`src/rtl/fec_pkg.sv`:
```
package fec_pkg;
  localparam int LFSR_W = 31;
  localparam int TAP_HI = 30;
  localparam int TAP_LO = 27;
  localparam int NUM_CNT = 4;  // index = {odd, minus}

  function automatic logic [LFSR_W-1:0] lfsr_step(input logic [LFSR_W-1:0] s);
    return {s[LFSR_W-2:0], s[TAP_HI] ^ s[TAP_LO]};
  endfunction
endpackage

```
`src/rtl/fec_lfsr.sv`:
```
module fec_lfsr
  import fec_pkg::*;
#(
  parameter int DATA_W = 8
) (
  input  logic              clk,
  input  logic              rst_n,
  input  logic              load,
  input  logic [LFSR_W-1:0] seed,
  input  logic              adv,
  output logic [DATA_W-1:0] data
);
  logic [LFSR_W-1:0] state_q, state_nx;

  always_comb begin
    state_nx = state_q;
    data     = '0;
    for (int i = 0; i < DATA_W; i++) begin
      state_nx = lfsr_step(state_nx);
      data[i]  = state_nx[0];
    end
  end

  always_ff @(posedge clk) begin
    if (!rst_n)    state_q <= LFSR_W'(1);
    else if (load) state_q <= (seed == '0) ? LFSR_W'(1) : seed;
    else if (adv)  state_q <= state_nx;
  end

  // the sequence moves only on load or on an accepted beat
  a_r3_hold_idle: assert property (@(posedge clk) disable iff (!rst_n)
    (!load && !adv) |=> $stable(state_q));
endmodule

```
`config.mk`:
```
export PLATFORM = sky130hd
export DESIGN_NAME = fec_lfsr
export DESIGN_NICKNAME = d
export VERILOG_FILES = /design/src/rtl/fec_pkg.sv /design/src/rtl/fec_lfsr.sv
export SDC_FILE = /design/constraint.sdc
export NUM_CORES = 1
export LEC_CHECK = 0
export ABC_AREA = 0
export CORE_MARGIN = 2
export CORE_UTILIZATION = 48
export CTS_CLUSTER_SIZE = 40
export DETAILED_ROUTE_END_ITERATION = 8
export PLACE_DENSITY = 0.8
export SLEW_MARGIN = 20
export SYNTH_ARGS = -nofsm -noshare
export SYNTH_HDL_FRONTEND = slang
export SYNTH_SLANG_ARGS = --single-unit
```
`constraint.sdc`:
```
create_clock -name clk -period 1.15 [get_ports clk]
set_input_delay 0.23 -clock clk [delete_from_list [all_inputs] [get_ports clk]]
set_output_delay 0.23 -clock clk [all_outputs]
set_load 0.01 [all_outputs]
```
==> results.yml, run 1 <==
critical_path:
  worst_setup_path_start_kind: "flip-flop"
  critPathMaxFanout: 3
  cp-end-kind: "output pin"
  crit_required_ps: 920
  r2r_cells: 6
  reg2reg_to: "state_q[2]"
  path_class: "flip-flop to output pin"
  reg2reg_slack_ps: -60
  r2r-start: "state_q[22]"
  cp.arrival_ps: 1060
cts:
  root_buffer: "clkbuf_4"
  cts_buffers: 5
  tritoncts: "built"
  hold_buffers: 0
  cts_max_level: 2
  clk_path_buf_depth: 2
  path_clk_slew_ps: 90
  clk_latency_ps: 340
  cts.sinks: 31
power_and_ir_drop:
  power.net_switching_uw: 686
  p_per_area_nw_per_um2: 1000
  fin_total_pwr_uw: 2440
  vdd_ir_drop_max_v: 0.000632
  p_clk_frac: 0.249
  p_leak_uw: 0.00109
  power_frac_seq: 0.491
  sw_frac_of_total: 0.281
  power.internal_uw: 1750
  pwr-share-comb: 0.260
yosys:
  ys_ff_latch: 31
  synth_area_um2: 1640
  yosys.area.top_type_share: 0.378
  yosysWarnings: 0
  avgSynthCellArea_um2: 8.73
  synth_fp_nets: 223
  syn_inst: 188
  synth_cell_type_count: 16
  yosysTopAreaCell: "dfxtp_1"
  synthTopCellsByArea: "dfxtp_1 (38%), mux2i_1 (18%), and2_1 (11%)"
  yosysSeqAreaShare: 0.378
placed_design:
  dp_hpwl_mm: 3.14
  dp_slack_ps: -356
  dp_cells: 296
  place_congestion: 0.788
  placedInstanceArea_um2: 2290
  port-buffer-count: 42
detailed_routing:
  postRouteAntennaNets: 0
  drtIter0Drc: 69
  wire_per_inst_um: 13.9
  avgViaCountPerCell: 5.11
  routed_wl_mm: 4.27
  detail_route.first_pass.iterations: 4
  drc_errors: 0
  vias: 1569
timing:
  fin_worst_skew_ps: 9.35
  final.period_utilization: 1.12
  worst_pin_slew_ps: 321
  drv_slew: 0
  fin_ws_ps: -136
  rsz0062_at_grt: "true"
  max_clock_freq_mhz: 778
  hold_viol_final: 0
  finalSetupViolCount: 12
  maxSlewHeadroom: 0.784
  fin_crit_ps: 1290
floorplanning:
  die_y_um: 62.5
  die_w_um: 62.5
  initial_core_util: 0.496
  pin_count: 43
  die_area_um2: 3900
  coreArea_um2: 3310
  rows: 21
flow_run:
  max-cap-violations: 0
final_layout:
  largest-register: "state_q"
  fin_nets: 295
  drive_gt1_frac: 0.284
  reg_top3: "state_q: 31 flops"
  mostFrequentLayoutCell: "buf_4"
  stdcell_count: 307
  post-route-util: 0.735
  antennaDiodeCount: 0
  largest_reg_flops: 31
  syn2layout_area_growth_pct: 48.2
  final_cell_mix: "buf_4 (34), clkdlybuf4s50_1 (32), o21ai_1 (31), nand2_1 (30), and2_1 (30)"
  design_area_um2: 2430
global_routing:
  grt_overflow_total: 0
  track_usage: 0.242
  grt_pass1_wl_mm: 7.45
  grt_max_degree: 19
  grt_pass1_vias: 1604
  grt_antenna_before_repair: 0
hold_path:
  hold_depth: 3
  min_from: "load"
  worstHoldEndpoint: "state_q[2]"
  hold_path_class: "input port to flip-flop"
outcome:
  status: "finished, violations left"
  violations: "negative setup slack"
-- per-stage QoR --
| stage | hold WS, ps | setup TNS, ps |
|---|---|---|
| 5_1_grt | 418 | -1850 |
| 4_1_cts | 368 | -1240 |
| 6_report | 405 | -1110 |
| 3_3_place_gp | 619 | -2980 |
| 3_5_place_dp | 624 | -3240 |
| 2_1_floorplan | 409 | 0 |
-- power groups by stage --
stage                     logic, uW  clock network [uW]  registers (uW)
after floorplan                 294                   0            1200
after global placement          614                   0            1210
after detailed placement        622                   0            1210
after CTS                       628                 622            1190
after global routing            695                 669            1210
final                           634                 607            1200
-- final cells by class --
type | count | area (um^2)
Sequential cell | 31 | 649
Multi-Input combinational cell | 143 | 1000
Fill cell | 245 | 877
Clock buffer | 7 | 45.0
Clock inverter | 1 | 5.00
Tap cell | 46 | 57.6
Timing Repair Buffer | 79 | 677
-- worst max-delay path by stage --
| stage | startpoint | to | slack [ps] | cells past startpoint |
|---|---|---|---|---|
| finish | state_q[26] | data[4] | -140 | 2 |
| global route | state_q[26] | data[4] | -200 | 2 |
| CTS | state_q[24] | data[3] | -140 | 2 |
| detailed placement | seed[25] | state_q[0] | -360 | 5 |
| global placement | seed[29] | state_q[0] | -370 | 5 |
| floorplan | state_q[20] | state_q[0] | 90 | 3 |
-- critical path: stages (launching register included) --
cell     delay [ps]
dfxtp_4         390
xor2_2          170
buf_2           160
-- synthesized netlist by cell type, drive strengths merged --
cell type  number
dfxtp          31
o21ai          31
and2           30
mux2i          30
nand2          30
buf            11
xor2            8
nor4            7
clkbuf          3
nand4           2
nor2b           2
a211o           1
a21bo           1
nor3            1
-- kinds of logic after synthesis --
group	share of synthesized area
AND/OR/NAND/NOR	0.228
AO/OA/AOI/OAI	0.106
flip-flops	0.378
multiplexers	0.183
buffers and inverters	0.0625
XOR/XNOR	0.0427
-- what timing repair did --
item                                    in CTS  in global routing
pin swaps                                    5                 16
buffers inserted                             4                  2
endpoints found under the setup margin       9                 16
gates resized for setup                     53                  8
-- layer usage --
| metal | global-route usage | up-vias | share of wire |
|---|---|---|---|
| met4 | 0.103 | 0 | 0.014 |
| met2 | 0.387 | 60 | 0.46 |
| met5 | 0 | - | 0 |
| met1 | 0.310 | 726 | 0.45 |
| li1 | - | 779 | - |
| met3 | 0.0631 | 4 | 0.069 |
Power figures use the tool's default switching activity.
==> run 2, diff against run 1 <==
--- a/config.mk
+++ b/config.mk
@@ -6,11 +6,13 @@
 export NUM_CORES = 1
 export LEC_CHECK = 0
 export ABC_AREA = 0
+export ABC_CLOCK_PERIOD_IN_PS = 1150
 export CORE_MARGIN = 2
 export CORE_UTILIZATION = 48
 export CTS_CLUSTER_SIZE = 40
 export DETAILED_ROUTE_END_ITERATION = 8
 export PLACE_DENSITY = 0.8
+export SKIP_CTS_REPAIR_TIMING = 1
 export SLEW_MARGIN = 20
 export SYNTH_ARGS = -nofsm -noshare
 export SYNTH_HDL_FRONTEND = slang
==> run 2 against run 1 <==
Effect of this change:
- the run still ends with negative setup slack left
- clock-buffer cell count unchanged
- combinational power decreased by 3.5%
- die area unchanged
- via count decreased by 2.9%
- global-route usage decreased by 1.3 points
- maximum frequency increased by 0.62%
- final cell count decreased by 0.65%
- critical endpoint is now data[7]
==> results.yml, run 2 (synthesized netlist as in run 1, its figures left out) <==
timing:
  hold_viol_final: 0
  drv_slew: 0
  fin_crit_ps: 1280
  fin_ws_ps: -128
  rsz0062_at_grt: "true"
  fin_worst_skew_ps: 10.6
  final.period_utilization: 1.11
  worst_pin_slew_ps: 371
  finalSetupViolCount: 10
  maxSlewHeadroom: 0.750
  max_clock_freq_mhz: 783
critical_path:
  crit_required_ps: 920
  cp.arrival_ps: 1050
  path_buf_inv: 1
  critPathSlowestCell: "dfxtp_4"
  r2r-start: "state_q[23]"
  worstSetupStartpoint: "state_q[23]"
  cp_cell_sequence: "xor2_2, buf_2"
  worst_setup_path_start_kind: "flip-flop"
  path_class: "flip-flop to output pin"
  critPathMaxFanout: 3
  crit_path_max_incr_delay_ps: 380
  cp-end-kind: "output pin"
  critical-path-top-delay-family: "flip-flops"
final_layout:
  fin_nets: 293
  reg_top3: "state_q: 31 flops"
  drive_gt1_frac: 0.274
  post-route-util: 0.724
  final_cell_mix: "buf_4 (33), clkdlybuf4s50_1 (32), o21ai_1 (31)"
  stdcell_count: 305
  largest_reg_flops: 31
  syn2layout_area_growth_pct: 46.0
  mostFrequentLayoutCell: "buf_4"
  antennaDiodeCount: 0
  largest-register: "state_q"
detailed_routing:
  vias: 1524
  drc_errors: 0
  postRouteAntennaNets: 0
  routed_wl_mm: 4.15
  wire_per_inst_um: 13.6
  detail_route.first_pass.iterations: 4
  avgViaCountPerCell: 5.00
  drtIter0Drc: 66
placed_design:
  dp_slack_ps: -356
  dp_cells: 296
  dp_hpwl_mm: 3.14
  place_congestion: 0.788
  port-buffer-count: 42
hold_path:
  min_from: "adv"
  hold_path_class: "input port to flip-flop"
global_routing:
  track_usage: 0.229
  grt_pass1_vias: 1549
  grt_overflow_total: 0
  grt_antenna_before_repair: 0
  grt_pass1_wl_mm: 7.02
  grt_max_degree: 19
floorplanning:
  die_w_um: 62.5
  initial_core_util: 0.496
  rows: 21
  coreArea_um2: 3310
  die_area_um2: 3900
  die_y_um: 62.5
  pin_count: 43
power_and_ir_drop:
  p_per_area_nw_per_um2: 1010
  vdd_ir_drop_max_v: 0.000609
  p_leak_uw: 0.00108
cts:
  path_clk_slew_ps: 90
  cts_max_level: 2
  clk_latency_ps: 340
  cts_buffers: 5
  clk_path_buf_depth: 2
  cts.sinks: 31
  root_buffer: "clkbuf_4"
  tritoncts: "built"
flow_run:
  max-cap-violations: 0
outcome:
  violations: "negative setup slack"
  status: "finished, violations left"
## run 2: worst paths after layout
path	endpoint	slack [ps]	cells past startpoint
setup / recovery	data[7]	-130	2
hold / removal	state_q[0]	380	4
setup reg to reg	state_q[0]	-30	4
hold reg to reg	state_q[13]	650	3
## run 2: area by class of cell
cell class	instances	area [um^2]
clock buffers	7	45.0
clock inverters	1	5.00
fillers	252	913
multi-input cells	143	985
flip-flops and latches	31	647
well taps	46	57.6
repair buffers	77	658
## run 2: per-layer routing
| layer | track usage | share of wire | vias up |
|---|---|---|---|
| li1 | - | - | 775 |
| met4 | 0.0917 | 0.015 | 0 |
| met3 | 0.0649 | 0.058 | 4 |
| met1 | 0.286 | 0.47 | 703 |
| met5 | 0 | 0 | - |
| met2 | 0.372 | 0.46 | 42 |
## run 2: power by group
part / switching [uW] / internal (uW)
Clock: 366 / 238
Combinational: 250 / 362
Sequential: 56.8 / 1140
Total: 673 / 1740
## run 2: per-stage QoR
stage | power [uW] | hold slack (ps) | area (um^2) | TNS [ps]
finish | 2410 | 381 | 2400 | -963
global route | 2540 | 389 | 2400 | -1580
CTS | 2430 | 368 | 2340 | -5080
detailed placement | 1830 | 624 | 2290 | -3240
global placement | 1820 | 619 | 2290 | -2980
floorplan | 1490 | 409 | 1640 | 0
## run 2: worst reg2reg max path: stages, from the launching register on
cell and delay, ps:
dfxtp_4 380, xor2_2 180, buf_4 130, a211o_1 240
a21bo_1 160
==> run 3, diff against run 2 <==
--- a/config.mk
+++ b/config.mk
@@ -5,12 +5,13 @@
 export SDC_FILE = /design/constraint.sdc
 export NUM_CORES = 1
 export LEC_CHECK = 0
-export ABC_AREA = 0
+export ABC_AREA = 1
 export ABC_CLOCK_PERIOD_IN_PS = 1150
 export CORE_MARGIN = 2
 export CORE_UTILIZATION = 48
 export CTS_CLUSTER_SIZE = 40
 export DETAILED_ROUTE_END_ITERATION = 8
+export GPL_ROUTABILITY_DRIVEN = 0
 export PLACE_DENSITY = 0.8
 export SKIP_CTS_REPAIR_TIMING = 1
 export SLEW_MARGIN = 20
==> run 3 against run 2 <==
Effect of this change:
- the run still ends with negative setup slack left
- power rose by 12%
- sequential share of layout area is 1.1 points lower
- worst hold slack better by 11 ps
- critical path depth rose by 1
- core utilization up 2.9 points
- die area is 0.58% higher
- critical endpoint unchanged
- largest power group unchanged
- highest routed layer unchanged
==> results.yml, run 3 <==
outcome:
  status: "finished, violations left"
  violations: "negative setup slack"
yosys:
  avgSynthCellArea_um2: 7.21
  ys.flop_type: "dfxtp_1"
  yosys.cell_count.top_type: "nand2_1"
  yosysWarnings: 0
  synth_area_um2: 1650
  yosysTopAreaCell: "dfxtp_1"
  yosys.area.top_type_share: 0.376
  syn_inst: 229
  synth_edf_count: 0
  yosysSeqAreaShare: 0.376
  ys_ff_latch: 31
  synthTopCellsByArea: "dfxtp_1 (38%), o21ai_0 (10%), a21oi_1 (9.7%)"
  synth_cell_type_count: 20
  synth_fp_nets: 264
  synthTopCellsByCount: "nand2_1 (41), o21ai_0 (34), a21oi_1 (32)"
  async_flop_share: 0
critical_path:
  critPathMaxFanout: 3
  cp.arrival_ps: 1100
  cp-end-kind: "output pin"
  worst_setup_path_start_kind: "flip-flop"
  path_class: "flip-flop to output pin"
  crit_required_ps: 920
detailed_routing:
  routed_wl_mm: 4.86
  vias: 1854
  drtIter0Drc: 133
  detail_route.first_pass.iterations: 5
  avgViaCountPerCell: 5.31
  wire_per_inst_um: 13.9
  drc_errors: 0
  postRouteAntennaNets: 0
cts:
  cts_max_level: 2
  cts.sinks: 31
  clk_latency_ps: 340
  clk_path_buf_depth: 2
  tritoncts: "built"
  path_clk_slew_ps: 90
  cts_buffers: 5
  root_buffer: "clkbuf_4"
flow_run:
  max-cap-violations: 0
timing:
  finalSetupViolCount: 8
  worst_pin_slew_ps: 292
  fin_crit_ps: 1330
  fin_tns_setup_ps: -1100
  fin_worst_skew_ps: 6.30
  fin_ws_ps: -178
  maxSlewHeadroom: 0.804
  hold_viol_final: 0
  drv_slew: 0
  max_clock_freq_mhz: 753
  final.period_utilization: 1.16
  rsz0062_at_grt: "true"
floorplanning:
  die_y_um: 62.7
  initial_core_util: 0.499
  rows: 21
  die_area_um2: 3930
  pin_count: 43
  die_w_um: 62.7
  coreArea_um2: 3310
final_layout:
  largest_reg_flops: 31
  mostFrequentLayoutCell: "nand2_1"
  final_cell_mix: "nand2_1 (39), a21oi_1 (32), clkdlybuf4s50_1 (32), o21ai_0 (31), buf_4 (31)"
  reg_top3: "state_q: 31 flops"
  largest-register: "state_q"
  fillers: 243
  fin_nets: 337
  antennaDiodeCount: 0
  post-route-util: 0.753
  drive_gt1_frac: 0.290
  syn2layout_area_growth_pct: 50.9
hold_path:
  hold_path_class: "input port to flip-flop"
power_and_ir_drop:
  p_leak_uw: 0.00112
  p_per_area_nw_per_um2: 1080
  vdd_ir_drop_max_v: 0.000746
  fin_total_pwr_uw: 2690
placed_design:
  dp_hpwl_mm: 3.26
  port-buffer-count: 42
global_routing:
  grt_pass1_wl_mm: 7.40
  grt_pass1_vias: 1633
  grt_overflow_total: 0
  grt_max_degree: 31
  grt_antenna_before_repair: 0
  track_usage: 0.241
-- run 3: stage by stage --
| step | hold WS (ps) | std cells | worst slack (ps) | cell area (um^2) |
|---|---|---|---|---|
| after floorplan | 364 | 229 | 189 | 1650 |
| after global placement | 451 | 337 | -299 | 2330 |
| after detailed placement | 471 | 337 | -358 | 2330 |
| after CTS | 465 | 345 | -644 | 2400 |
| after global routing | 417 | 349 | -225 | 2490 |
| final | 393 | 349 | -178 | 2490 |
-- run 3: path summary, 6_finish.rpt --
kind                     from         end  slack, ps  cells past startpoint
setup / recovery  state_q[23]     data[7]       -180                      3
hold reg to reg    state_q[4]  state_q[4]        510                      2
hold / removal           load  state_q[8]        390                      4
setup reg to reg  state_q[25]  state_q[2]         40                      6
-- run 3: cell families after synthesis --
family,count (synthesis),synth area share
DFF,31,0.376
and+or+nand+nor,75,0.189
xor gates and xnor gates,8,0.0424
AOI/OAI and AO/OA,81,0.273
buffers and inverters,34,0.120
-- run 3: layout make-up --
cell class / instances / area (um^2) / area share
multi-input cells: 164 / 900 / 0.361
repair inverters: 1 / 7.51 / 0.00301
inverters: 20 / 83.8 / 0.0336
flip-flops and latches: 31 / 646 / 0.259
well taps: 46 / 57.6 / 0.0231
repair buffers: 79 / 729 / 0.293
clock buffers: 8 / 68.8 / 0.0276
-- run 3: metal layers --
layer,GRT usage,share of wire,vias up,routed length [um]
li1,-,-,891,-
met1,0.300,0.40,837,1930
met2,0.399,0.50,105,2420
met3,0.0667,0.075,21,364
met4,0.0861,0.028,0,134
met5,0,0,-,0
-- run 3: critical path, cell delays in order, from the launching register on --
cell	delay, ps
dfxtp_4	380
xnor2_2	190
inv_1	60
clkbuf_2	130
-- run 3: power by group --
part           switching [uW]  total (uW)  internal, uW
combinational             333         724           391
clock                     374         733           359
sequential               74.6        1230          1160
